File: src/rtl/sxf_pkg.sv
package sxf_pkg;
  localparam int unsigned ADDR_W = 3;

  typedef enum logic [ADDR_W-1:0] {
    A_COND = 3'd0,
    A_RISE = 3'd1,
    A_FALL = 3'd2,
    A_EVT  = 3'd3,
    A_ENA  = 3'd4
  } sxf_addr_e;
endpackage

File: src/rtl/sxf_edge_filter.sv
module sxf_edge_filter #(
  parameter int unsigned W = 16
) (
  input  logic         clk_i,
  input  logic         rst_ni,
  input  logic [W-1:0] cond_i,
  input  logic [W-1:0] rise_en_i,
  input  logic [W-1:0] fall_en_i,
  output logic [W-1:0] cond_q_o,
  output logic [W-1:0] hit_o
);
  logic [W-1:0] cond_q;

  always_ff @(posedge clk_i or negedge rst_ni) begin
    if (!rst_ni) cond_q <= '0;
    else         cond_q <= cond_i;
  end

  for (genvar b = 0; b < W; b++) begin : g_bit
    logic rose, fell;
    assign rose     = cond_i[b] & ~cond_q[b];
    assign fell     = ~cond_i[b] & cond_q[b];
    assign hit_o[b] = (rose & rise_en_i[b]) | (fell & fall_en_i[b]);
  end

  assign cond_q_o = cond_q;
endmodule

File: src/rtl/sxf_event_latch.sv
module sxf_event_latch #(
  parameter int unsigned W = 16
) (
  input  logic         clk_i,
  input  logic         rst_ni,
  input  logic [W-1:0] set_i,
  input  logic         clr_i,
  output logic [W-1:0] evt_o
);
  logic [W-1:0] evt_q;

  // a set in the clear cycle wins over the clear
  always_ff @(posedge clk_i or negedge rst_ni) begin
    if (!rst_ni)    evt_q <= '0;
    else if (clr_i) evt_q <= set_i;
    else            evt_q <= evt_q | set_i;
  end

  assign evt_o = evt_q;
endmodule

File: src/rtl/sxf_regfile.sv
module sxf_regfile
  import sxf_pkg::*;
#(
  parameter int unsigned W = 16
) (
  input  logic              clk_i,
  input  logic              rst_ni,
  input  logic              wr_i,
  input  logic [ADDR_W-1:0] addr_i,
  input  logic [W-1:0]      wdata_i,
  output logic [W-1:0]      rise_o,
  output logic [W-1:0]      fall_o,
  output logic [W-1:0]      ena_o
);
  localparam int unsigned NREG = 3;
  localparam logic [ADDR_W-1:0] REG_ADDR [NREG] = '{A_RISE, A_FALL, A_ENA};

  logic [W-1:0] reg_q [NREG];

  for (genvar i = 0; i < NREG; i++) begin : g_reg
    always_ff @(posedge clk_i or negedge rst_ni) begin
      if (!rst_ni)                            reg_q[i] <= '0;
      else if (wr_i && addr_i == REG_ADDR[i]) reg_q[i] <= wdata_i;
    end
  end

  assign rise_o = reg_q[0];
  assign fall_o = reg_q[1];
  assign ena_o  = reg_q[2];
endmodule

File: src/rtl/status_xfilt_group.sv
module status_xfilt_group
  import sxf_pkg::*;
#(
  parameter int unsigned W = 16
) (
  input  logic              clk_i,
  input  logic              rst_ni,
  input  logic [W-1:0]      status_i,
  input  logic              req_i,
  input  logic              we_i,
  input  logic [ADDR_W-1:0] addr_i,
  input  logic [W-1:0]      wdata_i,
  output logic [W-1:0]      rdata_o,
  output logic              summary_o
);
  logic [W-1:0] cond_q, rise_q, fall_q, ena_q, evt_q, hit;
  logic         rd, rd_evt;

  assign rd     = req_i & ~we_i;
  assign rd_evt = rd & (addr_i == A_EVT);

  sxf_regfile #(.W(W)) u_regs (
    .clk_i  (clk_i),
    .rst_ni (rst_ni),
    .wr_i   (req_i & we_i),
    .addr_i (addr_i),
    .wdata_i(wdata_i),
    .rise_o (rise_q),
    .fall_o (fall_q),
    .ena_o  (ena_q)
  );

  sxf_edge_filter #(.W(W)) u_filt (
    .clk_i    (clk_i),
    .rst_ni   (rst_ni),
    .cond_i   (status_i),
    .rise_en_i(rise_q),
    .fall_en_i(fall_q),
    .cond_q_o (cond_q),
    .hit_o    (hit)
  );

  sxf_event_latch #(.W(W)) u_evt (
    .clk_i (clk_i),
    .rst_ni(rst_ni),
    .set_i (hit),
    .clr_i (rd_evt),
    .evt_o (evt_q)
  );

  always_comb begin
    rdata_o = '0;
    if (rd) begin
      unique case (addr_i)
        A_COND:  rdata_o = status_i;
        A_RISE:  rdata_o = rise_q;
        A_FALL:  rdata_o = fall_q;
        A_EVT:   rdata_o = evt_q;
        A_ENA:   rdata_o = ena_q;
        default: rdata_o = '0;
      endcase
    end
  end

  assign summary_o = |(evt_q & ena_q);
endmodule

File: config.mk
export PLATFORM = sky130hd
export DESIGN_NAME = status_xfilt_group
export DESIGN_NICKNAME = d
export VERILOG_FILES = /design/src/rtl/sxf_pkg.sv /design/src/rtl/sxf_edge_filter.sv /design/src/rtl/sxf_event_latch.sv /design/src/rtl/sxf_regfile.sv /design/src/rtl/status_xfilt_group.sv
export SDC_FILE = /design/constraint.sdc
export NUM_CORES = 1
export LEC_CHECK = 0
export ABC_CLOCK_PERIOD_IN_PS = 1700
export BUFFER_PORTS_ARGS = -buffer_cell sky130_fd_sc_hd__buf_2
export CORE_MARGIN = 2
export CORE_UTILIZATION = 55
export CTS_BUF_LIST = sky130_fd_sc_hd__clkbuf_2
export DETAILED_ROUTE_END_ITERATION = 8
export GPL_TIMING_DRIVEN = 0
export PLACE_DENSITY = 0.87
export SLEW_MARGIN = 5
export SYNTH_ARGS = -nofsm -noshare
export SYNTH_HDL_FRONTEND = slang
export SYNTH_SLANG_ARGS = --single-unit
File: constraint.sdc
create_clock -name clk_i -period 1.7 [get_ports clk_i]
set_input_delay 0.17 -clock clk_i [delete_from_list [all_inputs] [get_ports clk_i]]
set_output_delay 0.17 -clock clk_i [all_outputs]
set_load 0.05 [all_outputs]
==> results of run 1 <==
==> cell families (layout without fill, tap and decap cells) <==
family,count (synthesis),count (layout),share of synthesized area (%)
AOI/OAI and AO/OA,73,73,14.51
muxes,64,64,19.53
DFF,80,80,54.26
buffers and inverters,32,154,4.306
and+or+nand+nor,43,43,7.393
==> metal layers <==
layer	GRT usage, %	up-vias
li1	-	1339
met4	12.55	0
met3	6.737	46
met5	0	-
met1	35.21	1617
met2	45.88	187
==> cells in the final DEF, fill, tap and decap left out, types with 4 or more instances in the layout <==
cell type      count
nand3b_1          16
a22oi_2           15
a21oi_2           16
o221ai_1          16
dfrtp_1           80
inv_1             16
buf_6             20
mux2_4            14
a22o_1             4
buf_2             41
mux2_1            30
mux2_2            20
dlygate4sd3_1     33
nand2_1           16
clkbuf_2          13
a22oi_1           17
buf_4             25
==> synth_stat cells (all sizes together) <==
library cell | count | share of area, %
a21oi | 16 | 2.2
and4b | 1 | 0.27
and3 | 3 | 0.51
o221ai | 16 | 3.8
nand4 | 1 | 0.17
clkbuf | 4 | 0.41
nor3 | 1 | 0.27
dfrtp | 80 | 54
nand2 | 17 | 1.7
a221oi | 4 | 0.95
a22o | 4 | 0.95
a22oi | 32 | 6.5
mux2 | 64 | 20
inv | 16 | 1.6
buf | 12 | 2.3
nand3b | 16 | 3.3
nor2b | 2 | 0.34
o21ai | 1 | 0.14
nor3b | 2 | 0.85
==> per-stage QoR <==
stage,power [W],utilization (%)
final,0.004737,77.63
after floorplan,0.003145,-
after detailed placement,0.003482,64.64
after CTS,0.004493,75.82
after global placement,0.003410,64.17
after global routing,0.004915,77.63
==> power groups by stage <==
stage	sequential (W)	clock [W]	combinational (W)
after global placement	0.00257	0	0.000836
after detailed placement	0.00260	0	0.000886
after CTS	0.00257	0.000801	0.00112
after floorplan	0.00250	0	0.000649
after global routing	0.00266	0.000916	0.00134
final	0.00263	0.000859	0.00125
==> what timing repair did <==
action | in CTS | in global routing
hold endpoints to repair | 159 | 0
endpoints found under the setup margin | 17 | 17
hold buffers | 33 | 0
pin swaps | 2 | 2
resized for setup | 74 | 9
setup buffers | 6 | 12
==> final cells by class <==
| class | instances | area [um^2] | share of cell area (%) |
|---|---|---|---|
| plain buffers | 16 | 131.4 | 2.635 |
| clock inverters | 2 | 7.507 | 0.1506 |
| repair buffers | 107 | 873.3 | 17.52 |
| clock buffers | 13 | 65.06 | 1.305 |
| well taps | 77 | 96.34 | 1.932 |
| multi-input cells | 180 | 1750 | 35.11 |
| inverters | 16 | 60.06 | 1.205 |
| flip-flops and latches | 80 | 2002 | 40.15 |
==> registers in the layout, summed over array words and instances, names as in the netlist <==
signal	cells
u_regs.ena_o	16
u_evt.evt_o	16
u_regs.rise_o	16
u_regs.fall_o	16
u_filt.cond_q_o	16
==> worst min-delay path by stage <==
stage / startpoint / to / slack (ns) / cells past startpoint
detailed placement: rst_ni / u_filt.cond_q_o[11] / 0.13 / 1
floorplan: rst_ni / u_evt.evt_o[0] / -0.13 / 0
CTS: rst_ni / u_filt.cond_q_o[11] / 0.10 / 2
global placement: status_i[6] / u_filt.cond_q_o[6] / 0.31 / 1
global route: rst_ni / u_regs.ena_o[5] / 0.14 / 2
finish: rst_ni / u_regs.ena_o[5] / 0.10 / 2
==> impl_metrics.csv, run 1 <==
group,metric,value,unit
setup_path,critical_path.cell_chain,"a22o_1, a221oi_2, nand4_1, buf_6",
outcome,violations,"negative setup slack",
place,post-dp-hpwl,5882,um
setup_path,worst-path-buf-inv,1,
setup_path,path_depth,4,
timing,slew_headroom,72.12,%
clocking,cts.sinks,80,
place,dp_cells,425,
grt,grt_start_max_net_pins,51,
place,port_buffers,55,
setup_path,path_class,"register to primary output",
die,ios,56,
timing,grt_setup_unrepaired,"yes",
timing,report.final.slew_viol_count,0,
timing,max_freq,502.6,MHz
route,drtIter0Drc,315,
clocking,cts.clk_slew.worst_paths,0.23,ns
grt,grt_pass1_wl,15590,um
timing,finalSetupViolCount,17,
yosys,synth-seq-cells,80,
setup_path,r2r-end,"u_evt.evt_o[12]",
timing,timing.hold.ws,0.1004,ns
grt,grt_pass1_vias,3121,
route,met2_length,5542,um
setup_path,worst_ep_required_time,1.53,ns
grt,antenna_found_initial,0,
pwr,p_sw_share,33.15,%
pwr,internal_power,0.003167,W
timing,timing.final.crit_period,1.990,ns
pwr,p_leak,2.232,nW
yosys,syn_inst,292,
final_layout,nNetsFinal,449,
place,gp_congestion,0.7739,
pwr,switching_power,0.001570,W
route,drcViolationCount,0,
die,die_area,7380,um^2
clocking,insertion_delay,0.52,ns
route,route.met3.wl,689,um
yosys,synth_fp_nets,331,
clocking,cts-root-buf,"clkbuf_2",
die,initial_utilization,57.45,%
grt,gr-usage-all-layers,27.94,%
timing,tightest_slew,0.4182,ns
final_layout,area_growth,35.13,%
setup_path,reg2reg_slack,0.75,ns
timing,min_period_over_period,117.0,%
setup_path,arrival,1.82,ns
setup_path,end_kind,"primary output",
final_layout,nFillCells,349,
timing,setup_slack,-0.2897,ns
clocking,htree_num_levels,3,
pwr,pwr-share-comb,26.4,%
setup_path,critical-path-slowest-cell,"dfrtp_1",
yosys,synth_area,3690,um^2
route,top_layer,"met4",
pwr,vdd_drop_max,0.0006184,V
setup_path,cp_max_fo,3,
pwr,power_density,950.1,nW/um^2
yosys,yosysSeqAreaShare,54.26,%
final_layout,final_cells,491,
clocking,numCtsBuffers,9,
route,via_count,3189,
setup_path,endpoint,"summary_o",
die,die_h,85.91,um
final_layout,drive_gt1_share,42.27,%
clocking,clockBufferDepth,2,
final_layout,final_area,4986,um^2
outcome,status,"finished, violations left",
die,die_w,85.91,um
yosys,syn_area_per_cell,12.64,um^2
final_layout,n_antenna_cell,0,
setup_path,cp-start-kind,"register",
yosys,yosysWarnings,0,
clocking,cts_tree,"built",
die,rows,29,
route,wirelength,11120,um
setup_path,setup.worst_path.start,"u_evt.evt_o[8]",
yosys,synthDistinctLibCells,23,
setup_path,slowest_delay,0.46,ns
route,drt_pass1_iterations,6,
route,wl_met1,4440,um
pwr,clockPowerShare,18.1,%
place,dpl_cell_area,4151,um^2
setup_path,critPathTopFamily,"flip-flops",
place,place_ws,-0.5594,ns
route,postRouteAntennaNets,0,
grt,gr-total-overflow,0,
setup_path,r2r_start,"u_regs.rise_o[12]",
min_path,worst_hold_path_type,"primary input to async pin",
route,wire_per_inst,22.65,um
timing,skew,0.02156,ns
job,timing.max_cap.violations,0,
die,core,6422,um^2
route,via_per_inst,6.495,
timing,fin_setup_tns,-2.300,ns
pwr,seqPwrFrac,55.4,%
timing,hold_viol_final,0,
setup_path,ff2ff_path_depth,3,
(Power assumes the default switching activity.)
==> inputs of run 2 (changes only) <==
- GPL_ROUTABILITY_DRIVEN: not set -> 0
- MAX_ROUTING_LAYER: not set -> met4
- RECOVER_POWER: not set -> 25
==> run 2 against run 1 <==
The run still ends with negative setup slack left. Clock power about the same. Die area unchanged. Critical path depth unchanged.
==> impl_metrics.csv, run 2 (synthesis results as in run 1) <==
group,metric,value,unit
route,drtIter0Drc,327,
final_layout,layout_common_cells,"dfrtp_1 (80), dlygate4sd3_1 (33), mux2_1 (30)",
route,drcViolationCount,0,
route,wire_per_inst,22.77,um
setup_path,r2r_start,"u_regs.rise_o[12]",
route,wirelength,11200,um
timing,report.final.slew_viol_count,0,
die,rows,29,
place,dp_cells,425,
timing,max_freq,504.6,MHz
setup_path,end_kind,"primary output",
setup_path,arrival,1.81,ns
final_layout,drive_gt1_share,38.41,%
clocking,cts.sinks,80,
clocking,htree_num_levels,3,
die,die_area,7380,um^2
grt,gr-total-overflow,0,
timing,slew_headroom,45.22,%
clocking,insertion_delay,0.50,ns
timing,setup_slack,-0.2818,ns
outcome,violations,"negative setup slack",
grt,grt_pass1_wl,15590,um
setup_path,r2r-end,"u_evt.evt_o[12]",
timing,skew,0.01812,ns
final_layout,post-route-util,77.32,%
pwr,p_leak,2.188,nW
grt,antenna_found_initial,0,
final_layout,area_growth,34.59,%
final_layout,final_cells,492,
setup_path,cp-start-kind,"register",
timing,hold_viol_final,0,
place,post-dp-hpwl,5882,um
die,die_w,85.91,um
job,timing.max_cap.violations,0,
final_layout,layout_commonest_cell,"dfrtp_1",
grt,grt_pass1_vias,3125,
timing,tightest_slew,0.8217,ns
clocking,cts_tree,"built",
outcome,status,"finished, violations left",
place,dpl_cell_area,4151,um^2
final_layout,nNetsFinal,449,
place,port_buffers,55,
min_path,worst_hold_path_type,"primary input to async pin",
die,initial_utilization,57.45,%
timing,timing.final.crit_period,1.982,ns
die,ios,56,
die,core,6422,um^2
timing,finalSetupViolCount,17,
clocking,cts.clk_slew.worst_paths,0.23,ns
setup_path,setup.worst_path.start,"u_evt.evt_o[8]",
setup_path,cp_max_fo,3,
grt,grt_start_max_net_pins,51,
clocking,numCtsBuffers,9,
timing,min_period_over_period,116.6,%
setup_path,endpoint,"summary_o",
setup_path,ff2ff_path_depth,3,
clocking,clockBufferDepth,2,
pwr,vdd_drop_max,0.0006209,V
final_layout,final_area,4966,um^2
route,drt_pass1_iterations,5,
clocking,cts-root-buf,"clkbuf_2",
grt,gr-usage-all-layers,28.81,%
setup_path,reg2reg_slack,0.74,ns
setup_path,worst_ep_required_time,1.53,ns
die,die_h,85.91,um
route,via_count,3221,
setup_path,path_class,"register to primary output",
pwr,power_density,952.6,nW/um^2
timing,grt_setup_unrepaired,"yes",
route,postRouteAntennaNets,0,
place,place_ws,-0.5594,ns
route,via_per_inst,6.547,
## run 2: what timing repair did
action | CTS | global route
hold buffers | 33 | 0
buffers inserted | 6 | 12
setup endpoints to repair | 17 | 17
pin swaps | 2 | 2
gates resized for setup | 74 | 9
hold endpoints to repair | 159 | 0
## run 2: worst min-delay path by stage
stage / from / endpoint / slack [ns]
4_1_cts: rst_ni / u_filt.cond_q_o[11] / 0.10
3_5_place_dp: rst_ni / u_filt.cond_q_o[11] / 0.13
6_report: rst_ni / u_regs.ena_o[5] / 0.26
2_1_floorplan: rst_ni / u_evt.evt_o[0] / -0.13
5_1_grt: req_i / u_regs.fall_o[0] / 0.29
3_3_place_gp: status_i[6] / u_filt.cond_q_o[6] / 0.31
## run 2: per-layer routing
metal,up-vias,track usage [%],routed length [um]
li1,1335,-,-
met2,191,45.74,5583
met3,52,6.737,734
met1,1643,35.40,4423
met5,-,-,0
met4,0,12.55,463
## run 2: cell type report
type | count | area (um^2)
flip-flops and latches | 80 | 2002
multi-input cells | 180 | 1750
fillers | 355 | 1456
repair buffers | 107 | 850.8
plain buffers | 16 | 131.4
well taps | 77 | 96.34
clock buffers | 13 | 65.06
inverters | 16 | 60.06
clock inverters | 2 | 7.507
diodes | 1 | 2.502
## run 2: worst max-delay path, stage by stage, from the launching register on
cell	delay [ns]
dfrtp_1	0.46
a22o_1	0.24
a221oi_2	0.21
nand4_1	0.18
buf_6	0.20
## run 2: metrics by stage
stage | setup TNS (ns) | hold WS (ns) | total power, W
floorplan | 0 | -0.1256 | 0.003145
detailed placement | -9.789 | 0.1286 | 0.003482
global placement | -14.80 | 0.3143 | 0.003410
CTS | -1.702 | 0.1031 | 0.004493
finish | -2.198 | 0.2563 | 0.004730
global route | -3.067 | 0.2931 | 0.004914
## run 2: report_power, final
part,total (W),switching (W),internal [W]
clock,0.000856,0.000654,0.000202
combinational,0.00125,0.000557,0.000690
sequential,0.00263,0.000359,0.00227
total,0.00473,0.00157,0.00316
==> inputs of run 3 (changes only) <==
- TNS_END_PERCENT: not set -> 1
==> run 3 against run 2 <==
The flow still finishes with violations (negative setup slack). Clock skew up 0.0042 ns. Setup slack better by 0.0095 ns. Via count down 6.0%. Sequential cell count unchanged. Worst hold slack worse by 0.014 ns. Global-route usage barely moved. Wire length decreased by 10%. Critical path depth is the same. First-iteration DRC count shrank 17%.
==> impl_metrics.csv, run 3 (synthesis results as in run 1) <==
group,metric,value,unit
clocking,clockBufferDepth,2,
final_layout,drive_gt1_share,33.33,%
pwr,vdd_drop_max,0.0005951,V
pwr,clockPowerShare,21.5,%
final_layout,nNetsFinal,433,
pwr,switching_power,0.001482,W
timing,tightest_slew,1.280,ns
clocking,cts_tree,"built",
pwr,seqPwrFrac,56.0,%
final_layout,n_antenna_cell,0,
outcome,violations,"negative setup slack",
final_layout,area_growth,28.35,%
min_path,worst_hold_path_type,"primary input to register",
grt,grt_pass1_wl,15770,um
timing,slew_headroom,14.66,%
grt,grt_pass1_vias,3252,
pwr,p_leak,2.052,nW
timing,max_freq,507.0,MHz
die,die_h,85.91,um
timing,min_period_over_period,116.0,%
setup_path,critical-path-slowest-cell,"dfrtp_1",
route,drcViolationCount,0,
place,place_ws,-0.5836,ns
die,ios,56,
timing,report.final.slew_viol_count,0,
clocking,cts.sinks,80,
grt,gr-total-overflow,0,
timing,grt_setup_unrepaired,"yes",
grt,gr-usage-all-layers,28.86,%
die,initial_utilization,57.45,%
timing,hold_viol_final,0,
grt,grt_start_max_net_pins,58,
clocking,cts.clk_slew.worst_paths,0.21,ns
route,postRouteAntennaNets,0,
setup_path,cp_max_fo,3,
clocking,numCtsBuffers,9,
setup_path,end_kind,"primary output",
route,via_count,3028,
place,port_buffers,55,
pwr,pwr-share-comb,22.4,%
job,timing.max_cap.violations,0,
setup_path,path_class,"register to primary output",
clocking,cts-root-buf,"clkbuf_2",
die,core,6422,um^2
timing,finalSetupViolCount,17,
setup_path,worst_ep_required_time,1.53,ns
setup_path,arrival,1.80,ns
setup_path,critical_path.cell_chain,"a22o_1, a221oi_2, nand4_1, buf_6",
route,drtIter0Drc,273,
final_layout,layout_commonest_cell,"dfrtp_1",
pwr,internal_power,0.003179,W
setup_path,slowest_delay,0.46,ns
route,via_per_inst,6.361,
route,wirelength,10030,um
clocking,htree_num_levels,3,
grt,antenna_found_initial,0,
route,wire_per_inst,21.07,um
outcome,status,"finished, violations left",
route,drt_pass1_iterations,5,
place,post-dp-hpwl,6078,um
clocking,insertion_delay,0.53,ns
setup_path,cp-start-kind,"register",
die,rows,29,
timing,setup_slack,-0.2722,ns
final_layout,layout_common_cells,"dfrtp_1 (80), dlygate4sd3_1 (33), mux2_2 (31)",
die,die_w,85.91,um
pwr,p_sw_share,31.79,%
timing,timing.hold.ws,0.2427,ns
pwr,power_density,984.1,nW/um^2
timing,timing.final.crit_period,1.972,ns
timing,skew,0.02236,ns
die,die_area,7380,um^2
run 3: cell count changes in the layout (fill, tap and decap cells not counted), sizes merged:
| cell | previous run | this run |
|---|---|---|
| clkinv | 2 | 3 |
| clkinvlp | 0 | 2 |
| clkbuf | 33 | 30 |
| bufinv | 0 | 1 |
| buf | 70 | 54 |
| diode | 1 | 0 |
run 3: power groups by stage:
stage / registers (W) / clock network [W] / logic (W)
3_3_place_gp: 0.00257 / 0 / 0.000811
3_5_place_dp: 0.00260 / 0 / 0.000865
6_report: 0.00261 / 0.00100 / 0.00104
4_1_cts: 0.00258 / 0.000994 / 0.00101
5_1_grt: 0.00265 / 0.00108 / 0.00113
2_1_floorplan: 0.00250 / 0 / 0.000630
run 3: cell type report:
cell class / instances / area [um^2]
buffer: 16 / 122.6
clock buffer: 10 / 50.05
clock inverter: 6 / 60.06
fill: 404 / 1687
inverter: 16 / 60.06
multi-input combinational: 180 / 1662
sequential: 80 / 2002
tap: 77 / 96.34
timing repair buffer: 91 / 683.2
run 3: timing repair:
action | CTS | global route
gates resized for setup | 46 | 19
endpoints found under the setup margin | 17 | 17
hold buffers | 33 | 0
endpoints found under the hold margin | 160 | 0
pin swaps | 2 | 3
setup buffers | 2 | 0
run 3: worst paths after layout:
kind                               startpoint               end  slack [ns]  cells past startpoint
hold / removal                          req_i  u_regs.fall_o[4]        0.24                      4
setup / recovery             u_regs.ena_o[14]         summary_o       -0.27                      4
min in group asynchronous              rst_ni  u_regs.fall_o[0]        0.42                      2
max in group asynchronous              rst_ni  u_regs.rise_o[9]        0.18                      3
hold reg to reg            u_filt.cond_q_o[0]    u_evt.evt_o[0]        0.50                      1
setup reg to reg             u_regs.ena_o[11]  u_regs.ena_o[11]        0.78                      2
run 3: metal layers:
metal / vias to the layer above / part of all wire [%] / routed length, um / track usage, %
met4: 0 / 3.7 / 376 / 14.14
li1: 1320 / - / - / -
met2: 150 / 49 / 4941 / 46.09
met3: 46 / 6.0 / 599 / 5.871
met1: 1512 / 41 / 4110 / 35.07
met5: - / 0 / 0 / -
run 3: critical path: cells and delay by family, from the launching register on:
family          cells  cell delay [ns]
simple gates        1             0.18
flops               1             0.46
buf+inv             1             0.19
compound gates      2             0.46
run 3: metrics by stage:
| step | util (%) | TNS [ns] | total power [W] | cell area [um^2] | instances |
|---|---|---|---|---|---|
| after CTS | 73.33 | -2.719 | 0.004585 | 4710 | 476 |
| after floorplan | - | -2.652 | 0.003126 | 3694 | 292 |
| after global routing | 73.74 | -9.685 | 0.004863 | 4736 | 476 |
| after global placement | 63.30 | -17.18 | 0.003381 | 4065 | 424 |
| final | 73.74 | -2.838 | 0.004660 | 4736 | 476 |
| after detailed placement | 63.76 | -10.86 | 0.003468 | 4095 | 425 |
